File: src/rtl/snsr_spi_pkg.sv
package snsr_spi_pkg;
  // control word geometry (host sends bit CW-1 first)
  localparam int CW         = 12;
  localparam int WR_BIT     = 11;
  localparam int ADDR_LO    = 6;
  localparam int CODING_BIT = 0;
  // number of leading zero bits in the result word
  localparam int PAD_W      = 2;

  typedef enum logic {
    CODE_TWOS = 1'b0,
    CODE_BIN  = 1'b1
  } coding_e;
endpackage

File: src/rtl/snsr_sync.sv
module snsr_sync #(
  parameter int              WIDTH   = 3,
  parameter int              STAGES  = 2,
  parameter logic [WIDTH-1:0] RST_VAL = '0
) (
  input  logic             clk,
  input  logic             rst,
  input  logic [WIDTH-1:0] d_i,
  output logic [WIDTH-1:0] q_o
);
  for (genvar g = 0; g < WIDTH; g++) begin : g_bit
    logic [STAGES-1:0] chain;
    always_ff @(posedge clk) begin
      if (rst) chain <= {STAGES{RST_VAL[g]}};
      else     chain <= {chain[STAGES-2:0], d_i[g]};
    end
    assign q_o[g] = chain[STAGES-1];
  end
endmodule

File: src/rtl/snsr_ctl_reg.sv
module snsr_ctl_reg
  import snsr_spi_pkg::*;
#(
  parameter int ADDR_W    = 2,
  parameter int FRAME_LEN = 16,
  parameter int CNT_W     = 5
) (
  input  logic              clk,
  input  logic              rst,
  input  logic              cs_fall,
  input  logic              cs_rise,
  input  logic              sclk_fall,
  input  logic [CNT_W-1:0]  edge_cnt,
  input  logic              sdi,
  output logic [ADDR_W-1:0] reg_addr_o,
  output coding_e           reg_coding_o,
  output logic [ADDR_W-1:0] sel_o
);
  localparam int ADDR_HI = ADDR_LO + ADDR_W - 1;
  localparam logic [CNT_W-1:0] E_WR     = CNT_W'(CW - 1 - WR_BIT);
  localparam logic [CNT_W-1:0] E_ADDR_A = CNT_W'(CW - 1 - ADDR_HI);
  localparam logic [CNT_W-1:0] E_ADDR_B = CNT_W'(CW - 1 - ADDR_LO);
  localparam logic [CNT_W-1:0] E_CODE   = CNT_W'(CW - 1 - CODING_BIT);
  localparam logic [CNT_W-1:0] E_SEL    = CNT_W'(FRAME_LEN - 3);
  localparam logic [CNT_W-1:0] E_END    = CNT_W'(FRAME_LEN - 1);

  logic              wr_flag;
  logic [ADDR_W-1:0] addr_sh;
  logic              code_sh;
  logic [ADDR_W-1:0] reg_addr_q;
  coding_e           reg_coding_q;
  logic [ADDR_W-1:0] sel_q;

  // capture of the incoming control word fields
  always_ff @(posedge clk) begin
    if (rst) begin
      wr_flag <= 1'b0;
      addr_sh <= '0;
      code_sh <= 1'b1;
    end else if (cs_fall) begin
      wr_flag <= 1'b0;
    end else if (sclk_fall) begin
      if (edge_cnt == E_WR) wr_flag <= sdi;
      if (edge_cnt >= E_ADDR_A && edge_cnt <= E_ADDR_B)
        addr_sh <= (addr_sh << 1) | ADDR_W'(sdi);
      if (edge_cnt == E_CODE) code_sh <= sdi;
    end
  end

  // committed register: only at the final edge of a full transfer
  always_ff @(posedge clk) begin
    if (rst) begin
      reg_addr_q   <= '0;
      reg_coding_q <= CODE_BIN;
    end else if (sclk_fall && edge_cnt == E_END && wr_flag) begin
      reg_addr_q   <= addr_sh;
      reg_coding_q <= coding_e'(code_sh);
    end
  end

  // multiplexer select: early switch, reverts on abort
  always_ff @(posedge clk) begin
    if (rst) begin
      sel_q <= '0;
    end else if (cs_rise) begin
      sel_q <= reg_addr_q;
    end else if (sclk_fall && edge_cnt == E_SEL && wr_flag) begin
      sel_q <= addr_sh;
    end
  end

  assign reg_addr_o   = reg_addr_q;
  assign reg_coding_o = reg_coding_q;
  assign sel_o        = sel_q;

  // a transfer without the write bit keeps the register
  p_nowrite_keep_r4: assert property (@(posedge clk) disable iff (rst)
    (sclk_fall && edge_cnt == E_END && !wr_flag) |=>
      ($stable(reg_addr_q) && $stable(reg_coding_q)));

  // aborted transfer: register unchanged, select back on it
  p_abort_keep_r9: assert property (@(posedge clk) disable iff (rst)
    (cs_rise && edge_cnt < CNT_W'(FRAME_LEN)) |=>
      ($stable(reg_addr_q) && $stable(reg_coding_q) && sel_q == reg_addr_q));

  // without a write the select does not move at the switch edge
  p_sel_hold_r8: assert property (@(posedge clk) disable iff (rst)
    (sclk_fall && edge_cnt == E_SEL && !wr_flag) |=> $stable(sel_q));
endmodule

File: src/rtl/snsr_tx_shift.sv
module snsr_tx_shift
  import snsr_spi_pkg::*;
#(
  parameter int DATA_W = 12,
  parameter int N_CH   = 4,
  parameter int ADDR_W = 2,
  parameter int CNT_W  = 5
) (
  input  logic                   clk,
  input  logic                   rst,
  input  logic                   cs_fall,
  input  logic                   cs_rise,
  input  logic                   sclk_fall,
  input  logic [CNT_W-1:0]       edge_cnt,
  input  logic [ADDR_W-1:0]      reg_addr_i,
  input  coding_e                reg_coding_i,
  input  logic [N_CH*DATA_W-1:0] samples_i,
  output logic                   sdo_o,
  output logic                   oe_o
);
  localparam int FRAME_LEN = PAD_W + ADDR_W + DATA_W;
  localparam logic [CNT_W-1:0] E_END = CNT_W'(FRAME_LEN - 1);

  logic [DATA_W-1:0]    ch_arr [N_CH];
  logic [DATA_W-1:0]    raw;
  logic [DATA_W-1:0]    coded;
  logic [FRAME_LEN-1:0] shift_q;
  logic                 oe_q;

  for (genvar g = 0; g < N_CH; g++) begin : g_ch
    assign ch_arr[g] = samples_i[g*DATA_W +: DATA_W];
  end

  always_comb begin
    raw   = ch_arr[reg_addr_i];
    coded = raw;
    if (reg_coding_i == CODE_TWOS) coded[DATA_W-1] = ~raw[DATA_W-1];
  end

  always_ff @(posedge clk) begin
    if (rst) begin
      shift_q <= '0;
      oe_q    <= 1'b0;
    end else if (cs_fall) begin
      shift_q <= {{PAD_W{1'b0}}, reg_addr_i, coded};
      oe_q    <= 1'b1;
    end else if (cs_rise) begin
      oe_q    <= 1'b0;
    end else if (sclk_fall && edge_cnt <= E_END) begin
      if (edge_cnt == E_END) oe_q <= 1'b0;
      else shift_q <= {shift_q[FRAME_LEN-2:0], 1'b0};
    end
  end

  assign sdo_o = shift_q[FRAME_LEN-1];
  assign oe_o  = oe_q;

  // a transfer opens with an enabled zero bit
  p_lead_zero_r2: assert property (@(posedge clk) disable iff (rst)
    cs_fall |=> (oe_q && !sdo_o));

  // driver released after the final edge and on select rising
  p_end_hiz_r3: assert property (@(posedge clk) disable iff (rst)
    (sclk_fall && edge_cnt == E_END) |=> !oe_q);
  p_idle_hiz_r3: assert property (@(posedge clk) disable iff (rst)
    cs_rise |=> !oe_q);
endmodule

File: src/rtl/snsr_spi_port.sv
module snsr_spi_port
  import snsr_spi_pkg::*;
#(
  parameter int DATA_W      = 12,
  parameter int N_CH        = 4,
  parameter int SYNC_STAGES = 2
) (
  input  logic                          clk,
  input  logic                          rst,
  input  logic                          sclk_i,
  input  logic                          csn_i,
  input  logic                          sdi_i,
  input  logic [N_CH*DATA_W-1:0]        samples_i,
  output logic                          sdo_o,
  output logic                          sdo_oe_o,
  output logic [$clog2(N_CH)-1:0]       ch_sel_o
);
  localparam int ADDR_W    = $clog2(N_CH);
  localparam int FRAME_LEN = PAD_W + ADDR_W + DATA_W;
  localparam int CNT_W     = $clog2(FRAME_LEN + 1);
  localparam logic [CNT_W-1:0] CNT_MAX = CNT_W'(FRAME_LEN);

  // bit order: {sdi, csn, sclk}; lines idle high except sdi
  logic [2:0] sync_q;
  logic       s_sclk, s_csn, s_sdi;
  logic       sclk_d, csn_d;
  logic       cs_fall, cs_rise, sclk_fall;
  logic [CNT_W-1:0] edge_cnt;
  logic [ADDR_W-1:0] reg_addr;
  coding_e           reg_coding;

  snsr_sync #(.WIDTH(3), .STAGES(SYNC_STAGES), .RST_VAL(3'b011)) u_sync (
    .clk (clk),
    .rst (rst),
    .d_i ({sdi_i, csn_i, sclk_i}),
    .q_o (sync_q)
  );
  assign {s_sdi, s_csn, s_sclk} = sync_q;

  always_ff @(posedge clk) begin
    if (rst) begin
      sclk_d <= 1'b1;
      csn_d  <= 1'b1;
    end else begin
      sclk_d <= s_sclk;
      csn_d  <= s_csn;
    end
  end

  assign cs_fall   = csn_d & ~s_csn;
  assign cs_rise   = ~csn_d & s_csn;
  assign sclk_fall = sclk_d & ~s_sclk & ~s_csn & ~csn_d;

  // falling edges seen since select fell, saturating
  always_ff @(posedge clk) begin
    if (rst)                                 edge_cnt <= '0;
    else if (cs_fall)                        edge_cnt <= '0;
    else if (sclk_fall && edge_cnt < CNT_MAX) edge_cnt <= edge_cnt + 1'b1;
  end

  snsr_ctl_reg #(.ADDR_W(ADDR_W), .FRAME_LEN(FRAME_LEN), .CNT_W(CNT_W)) u_ctl (
    .clk          (clk),
    .rst          (rst),
    .cs_fall      (cs_fall),
    .cs_rise      (cs_rise),
    .sclk_fall    (sclk_fall),
    .edge_cnt     (edge_cnt),
    .sdi          (s_sdi),
    .reg_addr_o   (reg_addr),
    .reg_coding_o (reg_coding),
    .sel_o        (ch_sel_o)
  );

  snsr_tx_shift #(.DATA_W(DATA_W), .N_CH(N_CH), .ADDR_W(ADDR_W), .CNT_W(CNT_W)) u_tx (
    .clk          (clk),
    .rst          (rst),
    .cs_fall      (cs_fall),
    .cs_rise      (cs_rise),
    .sclk_fall    (sclk_fall),
    .edge_cnt     (edge_cnt),
    .reg_addr_i   (reg_addr),
    .reg_coding_i (reg_coding),
    .samples_i    (samples_i),
    .sdo_o        (sdo_o),
    .oe_o         (sdo_oe_o)
  );

  // edge counter never passes the transfer length
  p_cnt_bound_r3: assert property (@(posedge clk) disable iff (rst)
    edge_cnt <= CNT_MAX);

  // reset leaves the driver off and channel 0 selected
  p_reset_state_r1: assert property (@(posedge clk)
    $past(rst) |-> (!sdo_oe_o && ch_sel_o == '0));
endmodule

File: config.mk
export PLATFORM = sky130hd
export DESIGN_NAME = snsr_spi_port
export DESIGN_NICKNAME = d
export VERILOG_FILES = /design/src/rtl/snsr_spi_pkg.sv /design/src/rtl/snsr_sync.sv /design/src/rtl/snsr_ctl_reg.sv /design/src/rtl/snsr_tx_shift.sv /design/src/rtl/snsr_spi_port.sv
export SDC_FILE = /design/constraint.sdc
export NUM_CORES = 1
export LEC_CHECK = 0
export BUFFER_PORTS_ARGS = -buffer_cell sky130_fd_sc_hd__buf_2
export CORE_MARGIN = 1
export CORE_UTILIZATION = 30
export DETAILED_ROUTE_END_ITERATION = 8
export GPL_TIMING_DRIVEN = 1
export SLEW_MARGIN = 40
export SYNTH_ARGS = -nofsm -noshare
export SYNTH_HDL_FRONTEND = slang
export SYNTH_SLANG_ARGS = --single-unit
export TNS_END_PERCENT = 100
File: constraint.sdc
create_clock -name clk -period 2.4 [get_ports clk]
set_input_delay 0.6 -clock clk [delete_from_list [all_inputs] [get_ports clk]]
set_output_delay 0.6 -clock clk [all_outputs]
set_load 0.01 [all_outputs]
==> summary.txt, run 1 <==
Final setup viols -> 0
Top-count cell post-synth -> dfxtp_1
Remaining Overflow, GRT -> 0
Worst slew pin tran -> 0.533 ns
Met2 routed WL -> 1820 um
Cell Chain, Critical Path -> ha_1 -> and3_1 -> ha_1 -> a41o_1 -> o41ai_4 -> buf_12 -> nor2_1 -> a211oi_1
Register area -> 781 sq um
Post-cts hold buffer count -> 0
Residual DRC -> 0
DIE WIDTH -> 84.0 um
Clk_lat worst skew -> 0.29 ns
# IOs -> 57
Layout cells sized above 1 -> 0.395
Cells after Synth -> 191
Post-Place Cells -> 317
CTS tree -> done
Post-synth top area cell -> dfxtp_1
Post-synth top flop -> dfxtp_1
Area of the multi-input gates -> 0.00114 sq mm
Min Hold Slack -> 0.414 ns
Deepest clock path buffer count -> 2
CTS root buf -> clkbuf_8
Detailed placer's ending HPWL -> 3140 um
Area Overhead vs Synth -> 25.0%
Critical Path Source Type -> flip-flop
Stages on worst setup path -> 8
Average wire per cell in the routed design -> 12.5 um
First-pass GRT wire length -> 6990 um
Site Rows -> 29
DR iter-0 viols -> 82
Yosys reg bits -> 39
Synthesized area -> 0.00202 sq mm
Yosys cell types -> 35
Routed wl met3 -> 127 um
Crit path time final -> 2.10 ns
Bufs and invs on worst path -> 1
Initial antenna violation count -> 0
DR vias/cell -> 4.78
Max Clock Freq -> 476 MHz
Post-CTS Setup Repair Bufs -> 0
Slowest CP cell -> dfxtp_1
Initial Util -> 0.314
Worst vdd ir -> 0.294 mV
Number of global-route vias before repair -> 1509
Reg2reg path depth -> 8
Total Wirelength -> 4050 um
HP Start -> u_sync.g_bit[0].chain[0]$_SDFF_PP1_
Reg-to-reg endpoint -> u_tx.shift_q[4]$_SDFFE_PP0P_
Status -> finished, final reports clean
RePlAce Congestion -> 0.885
Highest routed layer -> met4
Crit. End Element -> flip-flop
Seq/Total Area, Yosys -> 0.387
Via count -> 1554
Largest net degree at the start of global routing -> 28
Most frequent CP cell -> ha_1
Yosys top cell area share -> 0.387
# fillers -> 634
CORE AREA -> 0.00642 sq mm
H-tree depth -> 2
Synth cell count leaders -> dfxtp_1 (39), nor2_1 (35), mux2i_1 (23)
Async set-reset flop share out of synthesis -> 0
Kind of critical path -> reg2reg
Total iterations of the first detailed-routing run -> 4
IO buf count -> 56
Die Span Y -> 84.0 um
Clock Sinks -> 39
Pwr/cell area -> 533 mW/mm^2
CP max FO -> 27
Final hold violation count -> 0
Syn_nets -> 250
Cell Count, Final, Fillers Out -> 325
Gr usage total -> 0.123
Crit path arrival time -> 2.30 ns
Nets -> 306
Reg2Reg Launch Point -> edge_cnt[0]$_SDFFE_PP0P_
Num CTS Buffers -> 5
Number of synthesized flops with an enable pin -> 0
Unrepaired setup endpoints after global routing -> false
Final ANT Viol Nets -> 0
Synthesized area per cell -> 10.6 sq um
HP Class -> reg2reg
Max transition margin -> 0.644
Register-to-register setup slack -> 0.30 ns
Hold path endpoint -> u_sync.g_bit[0].chain[1]$_SDFF_PP1_
Max cap viols -> 0
Final clock skew -> 0.00433 ns
Post-cts gate resize count -> 0
Setup_tns -> 0 ns
Max incr delay on CP -> 0.38 ns
Synth top area cells -> dfxtp_1 (39%), mux4_2 (13%), mux2i_1 (11%)
Die Area -> 0.00706 sq mm
N_diodes -> 0
Family with the most delay on the worst path -> compound AO/OA/AOI/OAI gates
Leak Pwr -> 0.00102 uW
Synth warn -> 0
Tcrit/Tclk final -> 0.875
Wire length on met1 -> 2050 um
Final Max Tran Viols -> 0
Hold depth -> 1
WP data required -> 2.60 ns
Clk slew on worst S/H paths -> 0.08 ns
-- layer usage --
layer	global-route usage	vias up
met3	0.0237	5
met1	0.173	711
li1	-	800
met4	0.0470	0
met2	0.186	38
met5	0	-
-- stage by stage --
stage               power, uW  setup slack, ns  utilization  instance area, sq um
finish                   1340            0.300        0.393                  2520
global route             1410            0.142        0.393                  2520
CTS                      1370            0.283        0.393                  2520
detailed placement        824            0.316        0.375                  2410
global placement          821            0.407        0.375                  2410
floorplan                 768            0.370            -                  2020
-- cells by family (layout without fill, tap and decap cells) --
family          after synthesis  in the layout  share of synthesized area
xor+xnor                      4              4                     0.0173
simple gates                 58             58                      0.139
mux                          35             35                      0.248
buf+inv                      23             80                     0.0496
fa+ha+maj                     6              6                     0.0372
flops                        39             39                      0.387
compound gates               26             26                      0.123
-- worst max path at each step --
stage	from	slack, ns	to
final	edge_cnt[0]$_SDFFE_PP0P_	0.30	u_tx.shift_q[4]$_SDFFE_PP0P_
after global routing	edge_cnt[0]$_SDFFE_PP0P_	0.14	u_tx.shift_q[3]$_SDFFE_PP0P_
after CTS	edge_cnt[0]$_SDFFE_PP0P_	0.28	u_tx.shift_q[4]$_SDFFE_PP0P_
after detailed placement	edge_cnt[0]$_SDFFE_PP0P_	0.32	u_tx.shift_q[4]$_SDFFE_PP0P_
after global placement	edge_cnt[0]$_SDFFE_PP0P_	0.41	u_tx.shift_q[2]$_SDFFE_PP0P_
after floorplan	edge_cnt[0]$_SDFFE_PP0P_	0.37	u_tx.shift_q[10]$_SDFFE_PP0P_
-- power breakdown --
group          internal, uW  total [uW]  switching [uW]
clock network           309         537             228
registers               666         675            9.70
logic                  76.4         132            55.6
total                  1050        1340             293
-- state kept, by name, indices dropped and copies added (netlist names) --
signal,cells
u_sync.g_bit.chain,6
sclk_d,1
u_ctl.wr_flag,1
u_tx.oe_o,1
edge_cnt,5
u_ctl.addr_sh,2
u_ctl.reg_coding_o,1
u_tx.shift_q,16
u_ctl.sel_o,2
u_ctl.reg_addr_o,2
u_ctl.code_sh,1
csn_d,1
-- layout make-up --
type                    instances  share of cell area
well taps                      77              0.0382
clock inverters                 3              0.0174
clock buffers                   5              0.0273
repair buffers                 64               0.145
multi-input cells             129               0.451
inverters                       8              0.0119
flip-flops and latches         39               0.309
-- placed cells by master (no fill, tap or decap), types with 2 or more instances in the layout --
cell type,n
nor2_1,35
a21oi_1,2
nor2b_1,3
buf_4,6
a21boi_0,2
ha_1,6
clkbuf_8,5
nand3_1,3
or2_2,7
xnor2_1,4
inv_1,8
buf_2,56
buf_12,2
mux4_2,12
dfxtp_1,39
a211oi_2,6
a211oi_1,9
and3_1,2
mux2i_1,23
Power figures use the tool's default switching activity.
==> run 2, diff against run 1 <==
Settings changed: CORE_UTILIZATION 30 to 52, MAX_ROUTING_LAYER set to met4, PLACE_DENSITY_LB_ADDON set to 0.3.
==> run 2 against run 1 <==
Fmax decreased by 0.36%. Critical path depth unchanged. Sequential cell count unchanged. Sequential share of layout area increased by 0.83 points. Die area decreased by 41%. Worst setup slack got worse by 0.0076 ns.
==> summary.txt, run 2 (synthesis gave the netlist of run 1 again) <==
Status -> finished, final reports clean
CP max FO -> 27 (unchanged)
Pwr/cell area -> 535 mW/mm^2 (+0.43%)
First-pass GRT wire length -> 6120 um (-12%)
Max Clock Freq -> 475 MHz (-0.36%)
Leak Pwr -> 0.00101 uW (-1.4%)
Deepest clock path buffer count -> 2 (unchanged)
Final setup viols -> 0 (unchanged)
Post-cts hold buffer count -> 0 (unchanged)
Family with the most delay on the worst path -> compound AO/OA/AOI/OAI gates
Die Span Y -> 64.3 um (-23%)
Initial Util -> 0.547 (+0.233)
Crit. End Element -> flip-flop
DR vias/cell -> 5.27 (+10%)
Min Hold Slack -> 0.409 ns (-0.00516 ns)
Die Area -> 0.00414 sq mm (-41%)
DR iter-0 viols -> 72 (-12%)
WP data required -> 2.59 ns (about the same)
# fillers -> 321 (-49%)
Worst vdd ir -> 0.343 mV (+17%)
CTS root buf -> clkbuf_8
Final ANT Viol Nets -> 0 (unchanged)
H-tree depth -> 2 (unchanged)
Clk_lat worst skew -> 0.28 ns (about the same)
Worst slew pin tran -> 0.586 ns (+0.0528 ns)
Total iterations of the first detailed-routing run -> 4 (unchanged)
Slowest CP cell -> dfxtp_1
Most frequent CP cell -> ha_1
Bufs and invs on worst path -> 1 (unchanged)
Via count -> 1549 (-0.32%)
IO buf count -> 56 (unchanged)
Most common cell after layout, fill and taps aside -> buf_2
Final hold violation count -> 0 (unchanged)
Max incr delay on CP -> 0.39 ns (about the same)
Largest Register -> u_tx.shift_q
Initial antenna violation count -> 0 (unchanged)
Residual DRC -> 0 (unchanged)
CTS tree -> done
Nets -> 305 (-0.33%)
Layout cells sized above 1 -> 0.386 (-0.00898)
Tcrit/Tclk final -> 0.878 (+0.00315)
Critical Path Source Type -> flip-flop
Crit path time final -> 2.11 ns (+0.00757 ns)
Finished Cell Area -> 0.00246 sq mm (-2.6%)
Area Overhead vs Synth -> 21.7%
Total Wirelength -> 3770 um (-6.9%)
Final Max Tran Viols -> 0 (unchanged)
Detailed placer's ending HPWL -> 2930 um (-6.7%)
Setup_tns -> 0 ns (unchanged)
Clock Sinks -> 39 (unchanged)
HP Class -> reg2reg
Most frequent cells in the layout -> buf_2 (56), dfxtp_1 (39), nor2_1 (35)
Post-cts gate resize count -> 0 (unchanged)
Max cap viols -> 0 (unchanged)
Kind of critical path -> reg2reg
Clk slew on worst S/H paths -> 0.07 ns (about the same)
Total design power -> 1310 uW (-2.2%)
Num CTS Buffers -> 5 (unchanged)
N_diodes -> 0 (unchanged)
Site Rows -> 22 (-24%)
Crit path arrival time -> 2.30 ns (about the same)
Largest registers -> u_tx.shift_q (16), u_sync.g_bit.chain (6), edge_cnt (5)
Final clock skew -> 0.00586 ns (+0.00153 ns)
DIE WIDTH -> 64.3 um (-23%)
Cell Chain, Critical Path -> ha_1 -> and3_1 -> ha_1 -> a41o_1 -> o41ai_4 -> buf_12 -> nor2_1 -> a211oi_1
Max transition margin -> 0.610 (-0.0347)
CORE AREA -> 0.00369 sq mm (-43%)
Max reg flops -> 16 (unchanged)
Post-CTS Setup Repair Bufs -> 0 (unchanged)
Unrepaired setup endpoints after global routing -> false
Remaining Overflow, GRT -> 0 (unchanged)
RePlAce Congestion -> 0.862 (-2.7%)
Average wire per cell in the routed design -> 12.8 um (+2.9%)
Number of global-route vias before repair -> 1394 (-7.6%)
Gr usage total -> 0.198 (+0.0744)
Largest net degree at the start of global routing -> 33 (+18%)
# IOs -> 57 (unchanged)
Placed Area -> 0.00235 sq mm (-2.3%)
[run 2: per-stage QoR]
| step | util | instances | worst slack [ns] |
|---|---|---|---|
| after floorplan | - | 191 | 0.370 |
| after global placement | 0.638 | 287 | 0.393 |
| after detailed placement | 0.638 | 287 | 0.332 |
| after CTS | 0.666 | 294 | 0.316 |
| after global routing | 0.666 | 294 | 0.137 |
| final | 0.666 | 294 | 0.293 |
[run 2: area by class of cell]
cell class                      count  area, sq um  share of cell area
Multi-Input combinational cell    129         1140               0.463
Sequential cell                    39          781               0.318
Clock buffer                        6         72.6              0.0295
Inverter                            8         30.0              0.0122
Clock inverter                      1         30.0              0.0122
Tap cell                           48         60.1              0.0244
Timing Repair Buffer               63          345               0.141
[run 2: path summary, 6_finish.rpt]
path,startpoint,end,slack (ns),cells after the start
min,u_sync.g_bit[0].chain[0]$_SDFF_PP1_,u_sync.g_bit[0].chain[1]$_SDFF_PP1_,0.41,1
min reg2reg,u_sync.g_bit[0].chain[0]$_SDFF_PP1_,u_sync.g_bit[0].chain[1]$_SDFF_PP1_,0.41,1
max,edge_cnt[0]$_SDFFE_PP0P_,u_tx.shift_q[4]$_SDFFE_PP0P_,0.29,8
max reg2reg,edge_cnt[0]$_SDFFE_PP0P_,u_tx.shift_q[4]$_SDFFE_PP0P_,0.29,8
[run 2: routing by layer]
metal / track usage / vias to the layer above / routed length (um)
li1: - / 791 / -
met1: 0.255 / 712 / 1820
met2: 0.311 / 44 / 1770
met3: 0.0446 / 2 / 163
met4: 0.0556 / 0 / 18
met5: - / - / 0
[run 2: power breakdown]
group / internal, uW / switching, uW
clock network: 304 / 203
logic: 75.7 / 56.0
registers: 666 / 9.53
total: 1050 / 269
==> run 3, diff against run 2 <==
Settings changed: GPL_ROUTABILITY_DRIVEN set to 0, RECOVER_POWER set to 100.
==> run 3 against run 2 <==
Clock power rose by 28%. Power rose by 10%. Sequential cell count did not move. Hold slack improved by 0.0018 ns. Combinational power fell by 5%. Clock skew fell by 0.0024 ns. Clock-buffer cell count fell by 1. Non-clock buffer count did not move. Sequential share of layout area rose by 0.097 points. Critical endpoint is now u_tx.shift_q[1]$_SDFFE_PP0P_. Largest cell class unchanged. Largest power group unchanged.
==> summary.txt, run 3 (synthesis gave the netlist of run 1 again) <==
Status -> finished, final reports clean
Max transition margin -> 0.0900 (-0.520)
Largest net degree at the start of global routing -> 33 (unchanged)
Residual DRC -> 0 (unchanged)
Tcrit/Tclk final -> 0.906 (+0.0274)
HP Start -> u_sync.g_bit[0].chain[0]$_SDFF_PP1_
CTS tree -> done
Most common cell after layout, fill and taps aside -> buf_2
Post-CTS Setup Repair Bufs -> 0 (unchanged)
Kind of critical path -> reg2reg
# IOs -> 57 (unchanged)
HP Class -> reg2reg
Number of global-route vias before repair -> 1546 (+11%)
Most frequent cells in the layout -> buf_2 (51), dfxtp_1 (39), nor2_1 (35)
Initial Util -> 0.547 (unchanged)
H-tree depth -> 2 (unchanged)
Post-cts gate resize count -> 0 (unchanged)
Detailed placer's ending HPWL -> 2960 um (+1.1%)
CORE AREA -> 0.00369 sq mm (unchanged)
Remaining Overflow, GRT -> 0 (unchanged)
Clock Sinks -> 39 (unchanged)
P_sw -> 298 uW (+11%)
Cell Chain, Critical Path -> ha_1 -> and3_1 -> ha_1 -> a41o_1 -> o41ai_2 -> buf_12 -> nor2_1 -> a211oi_1
Crit path time final -> 2.17 ns (+0.0659 ns)
Total Wirelength -> 3960 um (+5.1%)
Unrepaired setup endpoints after global routing -> false
WP data required -> 2.59 ns (about the same)
Hold depth -> 1 (unchanged)
Crit path arrival time -> 2.36 ns (+0.06 ns)
Register-to-register setup slack -> 0.23 ns (-0.07 ns)
Internal Power -> 1150 uW (+10%)
IO buf count -> 56 (unchanged)
Die Area -> 0.00414 sq mm (unchanged)
Total iterations of the first detailed-routing run -> 4 (unchanged)
Reg-to-reg endpoint -> u_tx.shift_q[1]$_SDFFE_PP0P_
Hold path endpoint -> u_sync.g_bit[0].chain[1]$_SDFF_PP1_
Post-cts hold buffer count -> 0 (unchanged)
Die Span Y -> 64.3 um (unchanged)
Power share of the clock group -> 0.448 (+0.062)
Deepest clock path buffer count -> 2 (unchanged)
Switch share -> 0.205 (+0.000789)
Worst vdd ir -> 0.447 mV (+30%)
Max reg flops -> 16 (unchanged)
Largest Register -> u_tx.shift_q
Final Max Tran Viols -> 0 (unchanged)
Final worst slack -> 0.227 ns (-0.0659 ns)
Max cap viols -> 0 (unchanged)
Area Overhead vs Synth -> 21.3%
Average wire per cell in the routed design -> 13.4 um (+4.8%)
Final ANT Viol Nets -> 0 (unchanged)
DIE WIDTH -> 64.3 um (unchanged)
CTS root buf -> clkbuf_8
Bufs and invs on worst path -> 1 (unchanged)
Slowest CP cell -> dfxtp_1
Most frequent CP cell -> ha_1
Worst slew pin tran -> 1.37 ns (+0.779 ns)
Family with the most delay on the worst path -> compound AO/OA/AOI/OAI gates
Seq pwr share -> 0.466 (-0.048)
Final hold violation count -> 0 (unchanged)
DR iter-0 viols -> 71 (-1.4%)
Critical Path Source Type -> flip-flop
Pwr/cell area -> 592 mW/mm^2 (+11%)
First-pass GRT wire length -> 6720 um (+9.8%)
Leak Pwr -> 0.000992 uW (-1.6%)
Setup_tns -> 0 ns (unchanged)
Gr usage total -> 0.221 (+0.0232)
Final setup viols -> 0 (unchanged)
Reg2reg path depth -> 8 (unchanged)
Nets -> 305 (unchanged)
N_diodes -> 0 (unchanged)
Clk_lat worst skew -> 0.29 ns (about the same)
Largest registers -> u_tx.shift_q (16), u_sync.g_bit.chain (6), edge_cnt (5)
Reg2Reg Launch Point -> edge_cnt[0]$_SDFFE_PP0P_
Post-layout util -> 0.664 (-0.00204)
Crit. End Element -> flip-flop
Layout cells sized above 1 -> 0.348 (-0.0380)
Max incr delay on CP -> 0.39 ns (about the same)
CP max FO -> 27 (unchanged)
Dpl ws -> 0.299 ns (-0.0328 ns)
Max Clock Freq -> 460 MHz (-3.0%)
Clk slew on worst S/H paths -> 0.08 ns (about the same)
Via count -> 1606 (+3.7%)
DR vias/cell -> 5.44 (+3.3%)
Num CTS Buffers -> 5 (unchanged)
Power share of the combinational group -> 0.087 (-0.013)
Final clock skew -> 0.00342 ns (-0.00244 ns)
Initial antenna violation count -> 0 (unchanged)
Site Rows -> 22 (unchanged)
-- run 3: through the flow --
step                total power [uW]  cells  hold WS [ns]  cell area [sq um]
floorplan                        768    191         0.389               2020
finish                          1450    295         0.411               2450
CTS                             1470    295         0.412               2490
global placement                 818    287         0.392               2350
detailed placement               823    287         0.393               2350
global route                    1500    295         0.431               2450
-- run 3: final cells by class --
type                            instances  area [sq um]
Fill cell                             341          1240
Multi-Input combinational cell        129          1110
Sequential cell                        39           781
Timing Repair Buffer                   63           335
Clock buffer                            5          68.8
Clock inverter                          3          67.6
Tap cell                               48          60.1
Inverter                                8          30.0
-- run 3: routing by layer --
layer / GRT usage / vias to the layer above / wire length [um]
met5: - / - / 0
met1: 0.264 / 757 / 1790
met3: 0.0536 / 7 / 181
li1: - / 803 / -
met2: 0.366 / 39 / 1940
met4: 0.0667 / 0 / 48
-- run 3: worst max-delay path by stage --
stage	from	cells past startpoint	slack, ns	endpoint
floorplan	edge_cnt[0]$_SDFFE_PP0P_	8	0.37	u_tx.shift_q[10]$_SDFFE_PP0P_
detailed placement	edge_cnt[0]$_SDFFE_PP0P_	8	0.30	u_tx.shift_q[1]$_SDFFE_PP0P_
CTS	edge_cnt[0]$_SDFFE_PP0P_	8	0.29	u_tx.shift_q[1]$_SDFFE_PP0P_
finish	edge_cnt[0]$_SDFFE_PP0P_	8	0.23	u_tx.shift_q[1]$_SDFFE_PP0P_
global placement	edge_cnt[0]$_SDFFE_PP0P_	8	0.40	u_tx.shift_q[3]$_SDFFE_PP0P_
global route	edge_cnt[0]$_SDFFE_PP0P_	8	0.08	u_tx.shift_q[5]$_SDFFE_PP0P_
-- run 3: power groups by stage --
stage | logic (uW) | registers, uW | clock network (uW)
after detailed placement | 132 | 690 | 0
after floorplan | 79.2 | 688 | 0
after global placement | 128 | 690 | 0
final | 126 | 676 | 649
after global routing | 140 | 678 | 685
after CTS | 133 | 675 | 657
